File: config.mk
export PLATFORM = sky130hd
export DESIGN_NAME = ata_dev_engine
export DESIGN_NICKNAME = d
export VERILOG_FILES = /design/src/rtl/ata_dev_pkg.sv /design/src/rtl/ata_cmd_decode.sv /design/src/rtl/ata_xfer_count.sv /design/src/rtl/ata_dev_engine.sv
export SDC_FILE = /design/constraint.sdc
export NUM_CORES = 1
export LEC_CHECK = 0
export BUFFER_PORTS_ARGS = -buffer_cell sky130_fd_sc_hd__buf_2
export CAP_MARGIN = 30
export CORE_MARGIN = 2
export CORE_UTILIZATION = 39
export DETAILED_ROUTE_END_ITERATION = 8
export GPL_TIMING_DRIVEN = 0
export PLACE_DENSITY = 0.64
export SYNTH_ARGS = -nofsm -noshare
export SYNTH_HDL_FRONTEND = slang
export SYNTH_SLANG_ARGS = --single-unit
File: constraint.sdc
create_clock -name clk -period 2.4 [get_ports clk]
set_input_delay 0.48 -clock clk [delete_from_list [all_inputs] [get_ports clk]]
set_output_delay 0.48 -clock clk [all_outputs]
set_load 0.02 [all_outputs]
File: src/rtl/ata_dev_pkg.sv
package ata_dev_pkg;

    typedef enum logic [3:0] {
        ST_IDLE_S,
        ST_IDLE_SI,
        ST_IDLE_NS,
        ST_SRST,
        ST_PREP_IN,
        ST_XFER_IN,
        ST_PREP_OUT,
        ST_XFER_OUT,
        ST_PREP_DMA,
        ST_XFER_DMA
    } dev_state_e;

    typedef enum logic [1:0] {
        CK_PIO_IN,
        CK_PIO_OUT,
        CK_DMA,
        CK_BAD
    } cmd_kind_e;

    typedef struct packed {
        dev_state_e  state;
        logic [7:0]  status;
        logic        sel;
        logic        nien;
        logic        pend;
        logic        intrq;
    } dev_regs_t;

    localparam logic [7:0] SB_BSY  = 8'h80;
    localparam logic [7:0] SB_RDY  = 8'h40;
    localparam logic [7:0] SB_DF   = 8'h20;
    localparam logic [7:0] SB_SEEK = 8'h10;
    localparam logic [7:0] SB_DRQ  = 8'h08;
    localparam logic [7:0] SB_ERR  = 8'h01;

    localparam logic [7:0] OP_PIO_RD = 8'h20;
    localparam logic [7:0] OP_PIO_WR = 8'h30;
    localparam logic [7:0] OP_DMA_RD = 8'hC8;
    localparam logic [7:0] OP_DMA_WR = 8'hCA;

endpackage

File: src/rtl/ata_cmd_decode.sv
module ata_cmd_decode
    import ata_dev_pkg::*;
#(
    parameter int SECT_BYTES = 512,
    parameter int MAX_SECT   = 256,
    parameter int SW         = 8,
    parameter int CW         = 18
) (
    input  logic [7:0]    opcode,
    input  logic [SW-1:0] sec_cnt,
    input  logic          lba,
    output cmd_kind_e     kind,
    output logic [CW-1:0] total
);

    logic [CW-1:0] nsec;

    always_comb begin
        // zero sectors encodes the largest transfer
        nsec  = (sec_cnt == '0) ? CW'(MAX_SECT) : CW'(sec_cnt);
        total = nsec * CW'(SECT_BYTES);
        case (opcode)
            OP_PIO_RD:            kind = CK_PIO_IN;
            OP_PIO_WR:            kind = CK_PIO_OUT;
            OP_DMA_RD, OP_DMA_WR: kind = CK_DMA;
            default:              kind = CK_BAD;
        endcase
        if (!lba) kind = CK_BAD;
    end

endmodule

File: src/rtl/ata_xfer_count.sv
module ata_xfer_count #(
    parameter int SECT_BYTES = 512,
    parameter int WORD_BYTES = 2,
    parameter int CW         = 18,
    parameter int BW         = 10
) (
    input  logic          clk,
    input  logic          rst_n,
    input  logic          clr,
    input  logic          load_cmd,
    input  logic [CW-1:0] total,
    input  logic          load_blk,
    input  logic          step,
    output logic [CW-1:0] cmd_left,
    output logic [BW-1:0] blk_left,
    output logic          first_blk
);

    typedef struct packed {
        logic [CW-1:0] left;
        logic [CW-1:0] tot;
        logic [BW-1:0] blk;
    } cnt_t;

    cnt_t cnt_d, cnt_q;

    always_comb begin
        cnt_d = cnt_q;
        if (clr) begin
            cnt_d = '0;
        end else begin
            if (load_cmd) begin
                cnt_d.left = total;
                cnt_d.tot  = total;
                cnt_d.blk  = '0;
            end
            if (load_blk) cnt_d.blk = BW'(SECT_BYTES);
            if (step) begin
                cnt_d.blk  = cnt_q.blk  - BW'(WORD_BYTES);
                cnt_d.left = cnt_q.left - CW'(WORD_BYTES);
            end
        end
    end

    always_ff @(posedge clk or negedge rst_n) begin
        if (!rst_n) cnt_q <= '0;
        else        cnt_q <= cnt_d;
    end

    assign cmd_left  = cnt_q.left;
    assign blk_left  = cnt_q.blk;
    assign first_blk = (cnt_q.left == cnt_q.tot);


    step_in_block_chk: assert property (@(posedge clk) disable iff (!rst_n)
        step |-> (cnt_q.blk >= BW'(WORD_BYTES)));

endmodule

File: src/rtl/ata_dev_engine.sv
module ata_dev_engine
    import ata_dev_pkg::*;
#(
    parameter int   SECT_BYTES = 512,
    parameter int   MAX_SECT   = 256,
    parameter int   WORD_BYTES = 2,
    parameter logic DEV_ID     = 1'b0,
    localparam int  SW = $clog2(MAX_SECT),
    localparam int  CW = $clog2(MAX_SECT * SECT_BYTES + 1),
    localparam int  BW = $clog2(SECT_BYTES + 1)
) (
    input  logic          clk,
    input  logic          rst_n,
    input  logic          stat_rd,
    input  logic          cmd_wr,
    input  logic [7:0]    cmd_op,
    input  logic [SW-1:0] cmd_seccnt,
    input  logic          cmd_lba,
    input  logic          sel_wr,
    input  logic          sel_dev,
    input  logic          ctl_wr,
    input  logic          ctl_srst,
    input  logic          ctl_nien,
    input  logic          data_rd,
    input  logic          data_wr,
    input  logic          media_ready,
    input  logic          dma_done,
    output logic [7:0]    status,
    output logic          intrq,
    output logic [CW-1:0] cmd_left,
    output logic [BW-1:0] blk_left
);

    dev_regs_t     r_d, r_q;
    cmd_kind_e     kind;
    logic [CW-1:0] total;
    logic          first_blk;
    logic          load_cmd, load_blk, step, clr, post, sel_now;
    logic          blk_last, cmd_last;

    ata_cmd_decode #(
        .SECT_BYTES(SECT_BYTES), .MAX_SECT(MAX_SECT), .SW(SW), .CW(CW)
    ) u_dec (
        .opcode(cmd_op), .sec_cnt(cmd_seccnt), .lba(cmd_lba),
        .kind(kind), .total(total)
    );

    ata_xfer_count #(
        .SECT_BYTES(SECT_BYTES), .WORD_BYTES(WORD_BYTES), .CW(CW), .BW(BW)
    ) u_cnt (
        .clk(clk), .rst_n(rst_n), .clr(clr), .load_cmd(load_cmd),
        .total(total), .load_blk(load_blk), .step(step),
        .cmd_left(cmd_left), .blk_left(blk_left), .first_blk(first_blk)
    );

    function automatic logic [7:0] f_ready(input logic [7:0] s);
        return (s & ~SB_BSY) | SB_DRQ;
    endfunction

    assign blk_last = (blk_left == BW'(WORD_BYTES));
    assign cmd_last = (cmd_left == CW'(WORD_BYTES));

    always_comb begin
        r_d      = r_q;
        post     = 1'b0;
        load_cmd = 1'b0;
        load_blk = 1'b0;
        step     = 1'b0;
        clr      = 1'b0;
        sel_now  = sel_wr ? (sel_dev == DEV_ID) : r_q.sel;
        r_d.sel  = sel_now;
        if (ctl_wr) r_d.nien = ctl_nien;

        if (ctl_wr && ctl_srst) begin
            r_d.state  = ST_SRST;
            r_d.status = (r_q.status | SB_BSY) & ~SB_DRQ;
            r_d.pend   = 1'b0;
            clr        = 1'b1;
        end else begin
            case (r_q.state)
                ST_SRST: if (ctl_wr) begin
                    r_d.status = SB_RDY;
                    r_d.pend   = 1'b0;
                    clr        = 1'b1;
                    r_d.state  = ST_IDLE_S;
                end
                ST_IDLE_S, ST_IDLE_SI: begin
                    if (sel_wr && !sel_now) begin
                        r_d.state = ST_IDLE_NS;
                    end else if (r_q.state == ST_IDLE_S && cmd_wr) begin
                        if (kind == CK_BAD) begin
                            r_d.status = SB_RDY | SB_ERR;
                        end else begin
                            r_d.status = (r_q.status | SB_BSY) & ~(SB_DRQ | SB_DF | SB_ERR);
                            load_cmd   = 1'b1;
                            case (kind)
                                CK_PIO_IN:  r_d.state = ST_PREP_IN;
                                CK_PIO_OUT: r_d.state = ST_PREP_OUT;
                                default:    r_d.state = ST_PREP_DMA;
                            endcase
                        end
                    end
                end
                ST_IDLE_NS: if (sel_wr && sel_now) r_d.state = ST_IDLE_S;
                ST_PREP_IN: if (media_ready) begin
                    r_d.status = f_ready(r_q.status);
                    load_blk   = 1'b1;
                    post       = 1'b1;
                    r_d.state  = ST_XFER_IN;
                end
                ST_XFER_IN: if (data_rd) begin
                    step = 1'b1;
                    if (blk_last && cmd_last) begin
                        r_d.status = SB_RDY | SB_SEEK;
                        r_d.state  = ST_IDLE_S;
                    end else if (blk_last) begin
                        r_d.status = (r_q.status | SB_BSY) & ~SB_DRQ;
                        r_d.state  = ST_PREP_IN;
                    end
                end
                ST_PREP_OUT: if (media_ready) begin
                    if (cmd_left == '0) begin
                        r_d.status = SB_RDY | SB_SEEK;
                        post       = 1'b1;
                        r_d.state  = ST_IDLE_S;
                    end else begin
                        r_d.status = f_ready(r_q.status);
                        load_blk   = 1'b1;
                        post       = !first_blk;
                        r_d.state  = ST_XFER_OUT;
                    end
                end
                ST_XFER_OUT: if (data_wr) begin
                    step = 1'b1;
                    if (blk_last) begin
                        r_d.status = (r_q.status | SB_BSY | SB_SEEK) & ~SB_DRQ;
                        r_d.state  = ST_PREP_OUT;
                    end
                end
                ST_PREP_DMA: if (media_ready) begin
                    r_d.status = f_ready(r_q.status);
                    r_d.state  = ST_XFER_DMA;
                end
                ST_XFER_DMA: if (dma_done) begin
                    r_d.status = SB_RDY | SB_SEEK;
                    post       = 1'b1;
                    r_d.state  = ST_IDLE_S;
                end
                default: r_d.state = ST_IDLE_S;
            endcase
        end

        if (post && !r_d.nien) r_d.pend = 1'b1;
        if (stat_rd || (ctl_wr && ctl_nien)) r_d.pend = 1'b0;
        // idle flavour follows selection and pending interrupt
        if (r_d.state == ST_IDLE_S || r_d.state == ST_IDLE_SI)
            r_d.state = !r_d.sel ? ST_IDLE_NS : (r_d.pend ? ST_IDLE_SI : ST_IDLE_S);
        r_d.intrq = r_d.pend && r_d.sel && !r_d.nien;
    end

    always_ff @(posedge clk or negedge rst_n) begin
        if (!rst_n) begin
            r_q.state  <= (DEV_ID == 1'b0) ? ST_IDLE_S : ST_IDLE_NS;
            r_q.status <= SB_RDY;
            r_q.sel    <= (DEV_ID == 1'b0);
            r_q.nien   <= 1'b0;
            r_q.pend   <= 1'b0;
            r_q.intrq  <= 1'b0;
        end else begin
            r_q <= r_d;
        end
    end

    assign status = r_q.status;
    assign intrq  = r_q.intrq;


    bsy_drq_excl_chk: assert property (@(posedge clk) disable iff (!rst_n)
        !(status[7] && status[3]));


    stat_rd_clears_chk: assert property (@(posedge clk) disable iff (!rst_n)
        stat_rd |=> !intrq);


    deselect_drop_chk: assert property (@(posedge clk) disable iff (!rst_n)
        (sel_wr && sel_dev != DEV_ID) |=> !intrq);


    nien_quiet_chk: assert property (@(posedge clk) disable iff (!rst_n)
        r_q.nien |-> !intrq);


    bad_cmd_err_chk: assert property (@(posedge clk) disable iff (!rst_n)
        (r_q.state == ST_IDLE_S && cmd_wr && kind == CK_BAD && !ctl_wr && !sel_wr)
        |=> (status == (SB_RDY | SB_ERR)));

endmodule

# == Word level (Yosys, flattened, before mapping) ==
# Cells that the tools add are included.
# classes
add_sub_neg,2
n_eq_ne,41
muxes,61
n_bitwise,5
reduce_logical,31
# op_table
cell,count
2-to-1 mux 12 bit,12
2-to-1 mux 46 bit,2
case mux 8 bit (8 select lines),1
case mux 4 bit (9 select lines),1
"!= test 3 bit, second input constant",10
2-to-1 mux 1 bit,27
"!= test 2 bit, second input constant",11
2-to-1 mux 10 bit,2
== test 18 bit,1
"== test 18 x 2 -> 1 bit, second input constant",1
logical NOT 18 bit,1
2-to-1 mux 18 bit,1
"subtractor 18 x 2 -> 18 bit, second input constant",1
"== test 4 x 3 -> 1 bit, second input constant",4
"== test 8 x 6 -> 1 bit, second input constant",2
"== test 8 bit, second input constant",2
2-to-1 mux 4 bit,4
2-to-1 mux 8 bit,2
AND reduction 15 bit,1
AND reduction 14 bit,1
AND reduction 13 bit,1
AND reduction 12 bit,1
2-to-1 mux 11 bit,1
"== test 10 x 2 -> 1 bit, second input constant",1
27 further kinds,49
# totals
register_bits,62
inputBits,30
output_inout_bits,37

# == Longest topological paths before layout ==
# Gate-level depths: netlist of run 1.
# depth
depth_word,14
ltp_mapped,9
depth_no_buf,7

# == By module ==
# A second synthesis of run 1 with hierarchy kept.
# hier_totals
cells_unflattened,506
hier_area_um2,4287.9
# modules_own_cells
module,n_inst,cells_each,area_each_um2,seq_area_each_um2
ata_xfer_count,1,305,2787.7,1126.1
ata_dev_engine,1,172,1328.8,327.8
ata_cmd_decode,1,29,171.4,0.0

# == Least setup slack after synthesis of run 1 ==
# No wires, ideal clock.
# synth_timing
path_kind,in2reg
from,input cmd_op[1]
to,register r_q[12] (netlist name)
arrival_ns,2.406
required_time_ns,2.272
slack_ns,-0.134
path_stages,7
cell_sequence,or4_1 or3_1 clkbuf_1 o21ba_1 o221a_2 nor4_2 mux2_1
# synth_lines
item,line_no,text
"start, declared",ata_dev_engine.sv:16,"input logic [7:0] cmd_op,"
"end signal, assigned",ata_dev_engine.sv:170,r_q <= r_d;
"end, declared",ata_dev_engine.sv:34,"dev_regs_t r_d, r_q;"

==> results of run 1 <==
## metrics by stage
step / area (µm²) / std cells
final: 4438 / 615
after CTS: 4260 / 603
after global routing: 4438 / 615
after global placement: 3943 / 583
after floorplan: 3507 / 415
after detailed placement: 3963 / 584
## where the power goes
part	switching, µW	internal (µW)
Combinational	1340	1070
Sequential	200	955
Clock	265	209
Total	1810	2230
## sequential cells by signal, summed over array words and instances (netlist names)
signal / cells
intrq: 1
r_q: 7
u_cnt.blk_left: 9
status: 5
u_cnt.cnt_q: 9
u_cnt.cmd_left: 17
## how the worst max path moves through the flow
stage | startpoint | cells after the start | slack, ns | to
final | cmd_op[1] | 7 | -0.03 | r_q[12]
after global routing | u_cnt.cmd_left[3] | 7 | -0.1 | u_cnt.blk_left[6]
after CTS | cmd_op[1] | 7 | -0.08 | r_q[12]
after detailed placement | cmd_op[1] | 9 | -0.43 | u_cnt.cmd_left[8]
after global placement | cmd_op[1] | 9 | -0.40 | u_cnt.cmd_left[15]
after floorplan | cmd_op[1] | 7 | -0.11 | r_q[12]
## Yosys cell counts (4+ instances only)
cell type                   n
sky130_fd_sc_hd__dfrtp_1   46
sky130_fd_sc_hd__nor2_1    44
sky130_fd_sc_hd__buf_4     36
sky130_fd_sc_hd__o21ai_1   30
sky130_fd_sc_hd__nand2_1   28
sky130_fd_sc_hd__a21oi_1   24
sky130_fd_sc_hd__nor3_1    14
sky130_fd_sc_hd__clkbuf_1  12
sky130_fd_sc_hd__nand3_1   11
sky130_fd_sc_hd__mux2i_1   10
sky130_fd_sc_hd__o21ai_0   10
sky130_fd_sc_hd__nand2b_1   9
sky130_fd_sc_hd__inv_1      8
sky130_fd_sc_hd__nor4_1     8
sky130_fd_sc_hd__or3_1      6
sky130_fd_sc_hd__xnor2_1    6
sky130_fd_sc_hd__and2_1     5
sky130_fd_sc_hd__buf_2      5
sky130_fd_sc_hd__nand4_1    5
sky130_fd_sc_hd__nor2b_1    5
sky130_fd_sc_hd__o31ai_1    5
sky130_fd_sc_hd__xor2_1     5
sky130_fd_sc_hd__a211oi_1   4
sky130_fd_sc_hd__nor3b_1    4
## worst max-delay path, delay by kind of cell
| family | cells | cell delay, ns |
|---|---|---|
| and+or+nand+nor | 3 | 1.22 |
| muxes | 1 | 0.32 |
| AOI/OAI and AO/OA | 2 | 0.49 |
| buffers and inverters | 1 | 0.09 |
## per-layer routing
layer	GRT usage [%]	up-vias	part of all wire, %
met5	0	-	0
met2	32.76	149	47
met3	3.191	13	6.4
li1	-	1648	-
met1	28.21	1644	45
met4	4.742	0	1.1
## cell type report
type / instances / area [µm²] / area share, %
multi-input combinational: 304 / 2103 / 47.39
sequential: 48 / 1212 / 27.32
inverter: 8 / 30.03 / 0.6766
buffer: 51 / 341.6 / 7.697
clock inverter: 1 / 8.758 / 0.1973
timing repair buffer: 88 / 530.5 / 11.95
tap: 108 / 135.1 / 3.045
clock buffer: 7 / 76.32 / 1.720
## cell usage in the layout (no fill, tap or decap), drive strengths merged, types with 4 or more instances in the layout
master  instances
nor4           12
nand2b          9
dfrtp          46
nor2           44
a211oi          6
nor2b           5
nand4           5
or4             4
mux2i          10
nor3           15
nand2          28
nand3          12
and2            5
or2             4
conb            5
inv             8
a21oi          24
o21ai          40
xnor2           6
nor3b           4
buf           129
o31ai           5
xor2            5
or3             7
clkbuf         17
## kinds of logic (layout without fill, tap and decap cells)
kind of cell,after synthesis,in the layout
mux,12,12
buf+inv,63,155
compound gates,113,113
simple gates,161,161
xor+xnor,11,11
fa+ha+maj,2,2
flops,48,48
other cells,1,5
## repair_timing
item,4_1_cts,5_1_grt
setup buffers,14,13
pin swaps,7,7
setup endpoints to repair,38,41
gates resized for setup,27,23
==> results.yml, run 1 <==
clock_tree:
  clk_transition_reported_paths_ns: 0.10
  cts.sink_count: 48
  worstSkewPairLatency_ns: 0.30
  cts_inserted_buffers: 5
  max-clock-path-buffers: 2
  hold_buffers: 0
  cts.root.buffer_cell: "sky130_fd_sc_hd__clkbuf_8"
  tritoncts: "done"
  ctsHtreeMaxLevel: 2
global_routing:
  overflow: 0
  grt_first_pass_wirelength_mm: 16.23
  grt_max_degree: 37
  grt_usage_pct: 20.10
  antenna_found_initial: 0
  grt_pass1_vias: 3258
final_layout:
  fillerInstances: 859
  number_of_diodes_added_for_antenna_fixing: 0
  drive_above_1_share_pct: 37.67
  area_growth_syn_to_layout_pct: 27.41
  fin_nets: 538
  final_cell_utilization_of_the_core_pct: 51.14
synth:
  async_set_or_reset_register_ratio_after_synthesis_pct: 100.0
  muxShareOfSynthArea_pct: 3.520
  adder_cell_fraction_of_synth_area_pct: 0.7184
  synth_compound_area_share_pct: 21.19
  synth-warning-count: 0
  synth_top_family_by_area: "simple AND/OR/NAND/NOR gates"
  synth-simple-area-share_pct: 26.29
  netlist_instances: 411
  synth_area_leader_cell: "sky130_fd_sc_hd__dfrtp_1"
  synth-xor-area-share_pct: 2.766
  yosysSeqAreaShare_pct: 34.55
  yosys_register_bits: 48
  synth_area_per_cell_um2: 8.475
  proportion_of_netlist_area_held_by_the_largest_area_contributor_pct: 33.05
  post_synth_num_cell_types: 69
  post_synth_instance_area_um2: 3483
  postSynth.topFlopCell: "sky130_fd_sc_hd__dfrtp_1"
  synth.top_cells.by_area: "sky130_fd_sc_hd__dfrtp_1, sky130_fd_sc_hd__buf_4, sky130_fd_sc_hd__nor2_1"
  synth-edff-count: 0
route:
  detail_route.vias_per_cell: 5.616
  drt.antenna.violating_nets: 0
  detailed_route_via_count: 3454
  route.detailed.wl_per_inst_um: 15.94
  detail_route.first_pass.iterations: 5
  finalWirelength_mm: 9.804
  detail_route.iter0.violations: 229
  drc: 0
floorplanning:
  core_area_um2: 8678
  start_util_pct: 40.14
  rows: 34
  io_pins: 67
  die_area_um2: 9703
  die_x_um: 98.51
  floorplan.die.height_um: 98.51
timing:
  rsz0062_at_grt: "true"
  relSlewSlack_pct: 65.03
  final_critical_path_setup_slack_ns: -0.03051
  maxSlewViolCount: 0
  hold_violations: 0
  timing.clock.skew_ns: 0.01786
  fmaxAchievable_mhz: 411.4
  tightest_slew_ns: 0.5201
  final-setup-viol-count: 4
  whs_ns: 0.05461
  final_critical_path_share_of_the_clock_period_pct: 101.3
  post-route-min-period_ns: 2.431
  setup-tns-final_ns: -0.09022
power:
  power_per_cell_area_nw_per_um2: 910.5
  p_leak_uw: 0.002044
  max-vdd-ir-drop_v: 0.0003163
  power_total_uw: 4041
run_status:
  failing_checks: "setup timing"
  outcome: "finished with violations"
placed_design:
  place_congestion: 0.9020
  post-dp-hpwl_mm: 7.149
  post_place_setup_slack_ns: -0.4316
  place.port_buffers: 60
worst_setup_path:
  critical_path.cell_chain: "buf_2, or4_4, or3_4, o21ba_4, o221a_4, nor4_4, mux2_4"
  crit_path_max_incr_delay_ns: 0.53
  r2r_end: "u_cnt.blk_left[6]"
  rr_worst_depth: 7
  cp.required_ns: 2.58
  worst-setup-path-type: "in -> reg"
  critical_path.reg2reg.startpoint: "u_cnt.cmd_left[3]"
  r2r_setup_slack_ns: -0.02
  worst_ep_arrival_time_ns: 2.61
  critPathSlowestCell: "sky130_fd_sc_hd__or4_4"
  crit_path_max_fanout: 6
  end_kind: "flop"
  setup.worst_path.start_class: "input port"
job:
  cap_violations: 0
hold_path:
  min_path_type: "in -> async"
Power figures use the tool's default switching activity.
==> run 2, diff against run 1 <==
--- a/config.mk
+++ b/config.mk
@@ -13,3 +13,3 @@
 export GPL_TIMING_DRIVEN = 0
-export PLACE_DENSITY = 0.64
+export PLACE_DENSITY = 0.62
 export SYNTH_ARGS = -nofsm -noshare
==> constraint.sdc (replaced) <==
create_clock -name clk -period 2.55 [get_ports clk]
set_input_delay 0.51 -clock clk [delete_from_list [all_inputs] [get_ports clk]]
set_output_delay 0.51 -clock clk [all_outputs]
set_load 0.005 [all_outputs]
==> run 2 against run 1 <==
Net effect: the run now ends clean; sequential power down 3%; core utilization down 1.6 points; cell area down 3.2%; critical path depth unchanged; die area unchanged; combinational power down 17%; count of clock-buffer cells in the layout unchanged; wire length down 3.0%; clock power up 16%; worst setup slack better by 0.090 ns; critical endpoint unchanged.
==> results.yml, run 2 (synthesis gave the netlist of run 1 again) <==
global_routing:
  gr_met2_demand_resource_pct: 30.19
  grt_pass1_vias: 3048
  use_met3_pct: 3.262
  grt_use_met1_pct: 28.85
  antenna_found_initial: 0
  grt_max_degree: 32
  grt-busiest-layer: "met2"
  overflow: 0
  grt_first_pass_wirelength_mm: 15.50
  grt_usage_pct: 19.60
worst_setup_path:
  worst-setup-path-type: "in -> reg"
  critical_path.reg2reg.startpoint: "r_q[12]"
  r2r_setup_slack_ns: 0.06
  critPathSlowestCell: "sky130_fd_sc_hd__or4_1"
  critical_path.cell_chain: "buf_2, or4_1, or3_4, o21ba_1, o221a_2, nor4_2, mux2_1"
  rr_worst_depth: 6
  crit_path_max_incr_delay_ns: 0.53
  setup.worst_path.start_class: "input port"
  crit_path_end: "r_q[12]"
  worst_ep_arrival_time_ns: 2.68
  crit_start: "cmd_op[1]"
  end_kind: "flop"
  cp.required_ns: 2.74
  crit_path_max_fanout: 6
  r2r_end: "status[0]"
clock_tree:
  cts.sink_count: 48
  cts.root.buffer_cell: "sky130_fd_sc_hd__clkbuf_8"
  ctsHtreeMaxLevel: 2
  tritoncts: "done"
  cts_inserted_buffers: 5
  hold_buffers: 0
  worstSkewPairLatency_ns: 0.31
  clk_transition_reported_paths_ns: 0.09
  max-clock-path-buffers: 2
timing:
  timing.clock.skew_ns: 0.01100
  hold_violations: 0
  setup-tns-final_ns: 0
  final_critical_path_share_of_the_clock_period_pct: 97.68
  relSlewSlack_pct: 57.87
  post-route-min-period_ns: 2.491
  maxSlewViolCount: 0
  fmaxAchievable_mhz: 401.5
  final-setup-viol-count: 0
  tightest_slew_ns: 0.6306
  rsz0062_at_grt: "true"
power:
  max-vdd-ir-drop_v: 0.0003421
  power_per_cell_area_nw_per_um2: 848.4
  p_leak_uw: 0.001944
placed_design:
  placement.cell_area_um2: 3955
  post-dp-hpwl_mm: 7.087
  place_congestion: 0.9106
  dpl.cell_count: 584
  place.port_buffers: 60
final_layout:
  layout_commonest_cell: "sky130_fd_sc_hd__buf_2"
  largest_reg_flops: 17
  final_cell_utilization_of_the_core_pct: 49.50
  finished_layout_cell_area_um2: 4295
  finish.cell_count_without_fillers: 602
  layout_common_cells: "sky130_fd_sc_hd__buf_2, sky130_fd_sc_hd__buf_4, sky130_fd_sc_hd__nor2_1, sky130_fd_sc_hd__dfrtp_1, sky130_fd_sc_hd__o21ai_1"
  drive_above_1_share_pct: 33.81
  area_growth_syn_to_layout_pct: 23.31
  number_of_diodes_added_for_antenna_fixing: 0
  fin_nets: 525
  fillerInstances: 868
route:
  drc: 0
  finalWirelength_mm: 9.511
  detailed_route_via_count: 3394
  drt.antenna.violating_nets: 0
  detail_route.iter0.violations: 296
  route.detailed.wl_per_inst_um: 15.80
  detail_route.vias_per_cell: 5.638
  detail_route.first_pass.iterations: 6
floorplanning:
  core_area_um2: 8678
  io_pins: 67
  die_x_um: 98.51
  start_util_pct: 40.14
  rows: 34
  die_area_um2: 9703
  floorplan.die.height_um: 98.51
run_status:
  outcome: "finished clean"
job:
  cap_violations: 0
hold_path:
  min_path_type: "in -> async"
run 2: cell count changes in the layout (fill, tap and decap cells not counted), moves of 2 or more:
| cell | previous run | this run |
|---|---|---|
| sky130_fd_sc_hd__a21oi_2 | 2 | 0 |
| sky130_fd_sc_hd__a21oi_1 | 22 | 24 |
| sky130_fd_sc_hd__buf_1 | 0 | 2 |
| sky130_fd_sc_hd__buf_4 | 62 | 48 |
| sky130_fd_sc_hd__mux2_1 | 0 | 2 |
| sky130_fd_sc_hd__mux2_4 | 2 | 0 |
run 2: how the worst min path moves through the flow:
stage / start / depth (start not counted) / slack [ns] / endpoint
final: rst_n / 1 / 0.13 / u_cnt.blk_left[3]
after global routing: rst_n / 1 / 0.15 / u_cnt.blk_left[3]
after floorplan: rst_n / 0 / 0.21 / intrq
after global placement: status[0] / 1 / 0.47 / status[0]
after detailed placement: rst_n / 1 / 0.47 / u_cnt.blk_left[3]
after CTS: rst_n / 1 / 0.14 / u_cnt.blk_left[3]
run 2: metal layers:
layer  wire [µm]  vias up  part of all wire [%]
met5           0        -                     0
met4         149        0                   1.6
met3         564       20                   5.9
met2        4431      130                    47
met1        4365     1626                    46
li1            -     1618                     -
run 2: layout make-up:
type | count | area, µm² | area share (%)
Clock buffer | 7 | 76.32 | 1.777
Clock inverter | 1 | 30.03 | 0.6991
Sequential cell | 48 | 1214 | 28.26
Inverter | 8 | 30.03 | 0.6991
Tap cell | 108 | 135.1 | 3.146
Buffer | 52 | 342.8 | 7.981
Multi-Input combinational cell | 304 | 2046 | 47.63
Timing Repair Buffer | 74 | 421.7 | 9.816
run 2: timing repair:
action	4_1_cts	5_1_grt
pin swaps	3	10
resized for setup	7	32
buffers inserted	4	9
setup endpoints to repair	14	33
run 2: stage by stage:
stage          setup slack [ns]  power (µW)  hold WS [ns]
2_1_floorplan           0.01213        2321        0.2144
3_3_place_gp            -0.3259        2785        0.4724
3_5_place_dp            -0.3399        2798        0.4730
4_1_cts                -0.06180        3415        0.1381
5_1_grt                -0.07720        3909        0.1468
6_report                0.05904        3644        0.1280
run 2: where the power goes:
group	total (µW)	switching [µW]	internal (µW)
sequential	1110	211	898
combinational	1990	1060	926
clock	550	256	294
run 2: worst max-delay path: cells and delay by family:
kind,cells,cell delay [ns]
mux,1,0.34
simple gates,3,1.22
compound gates,2,0.51
buf+inv,1,0.09
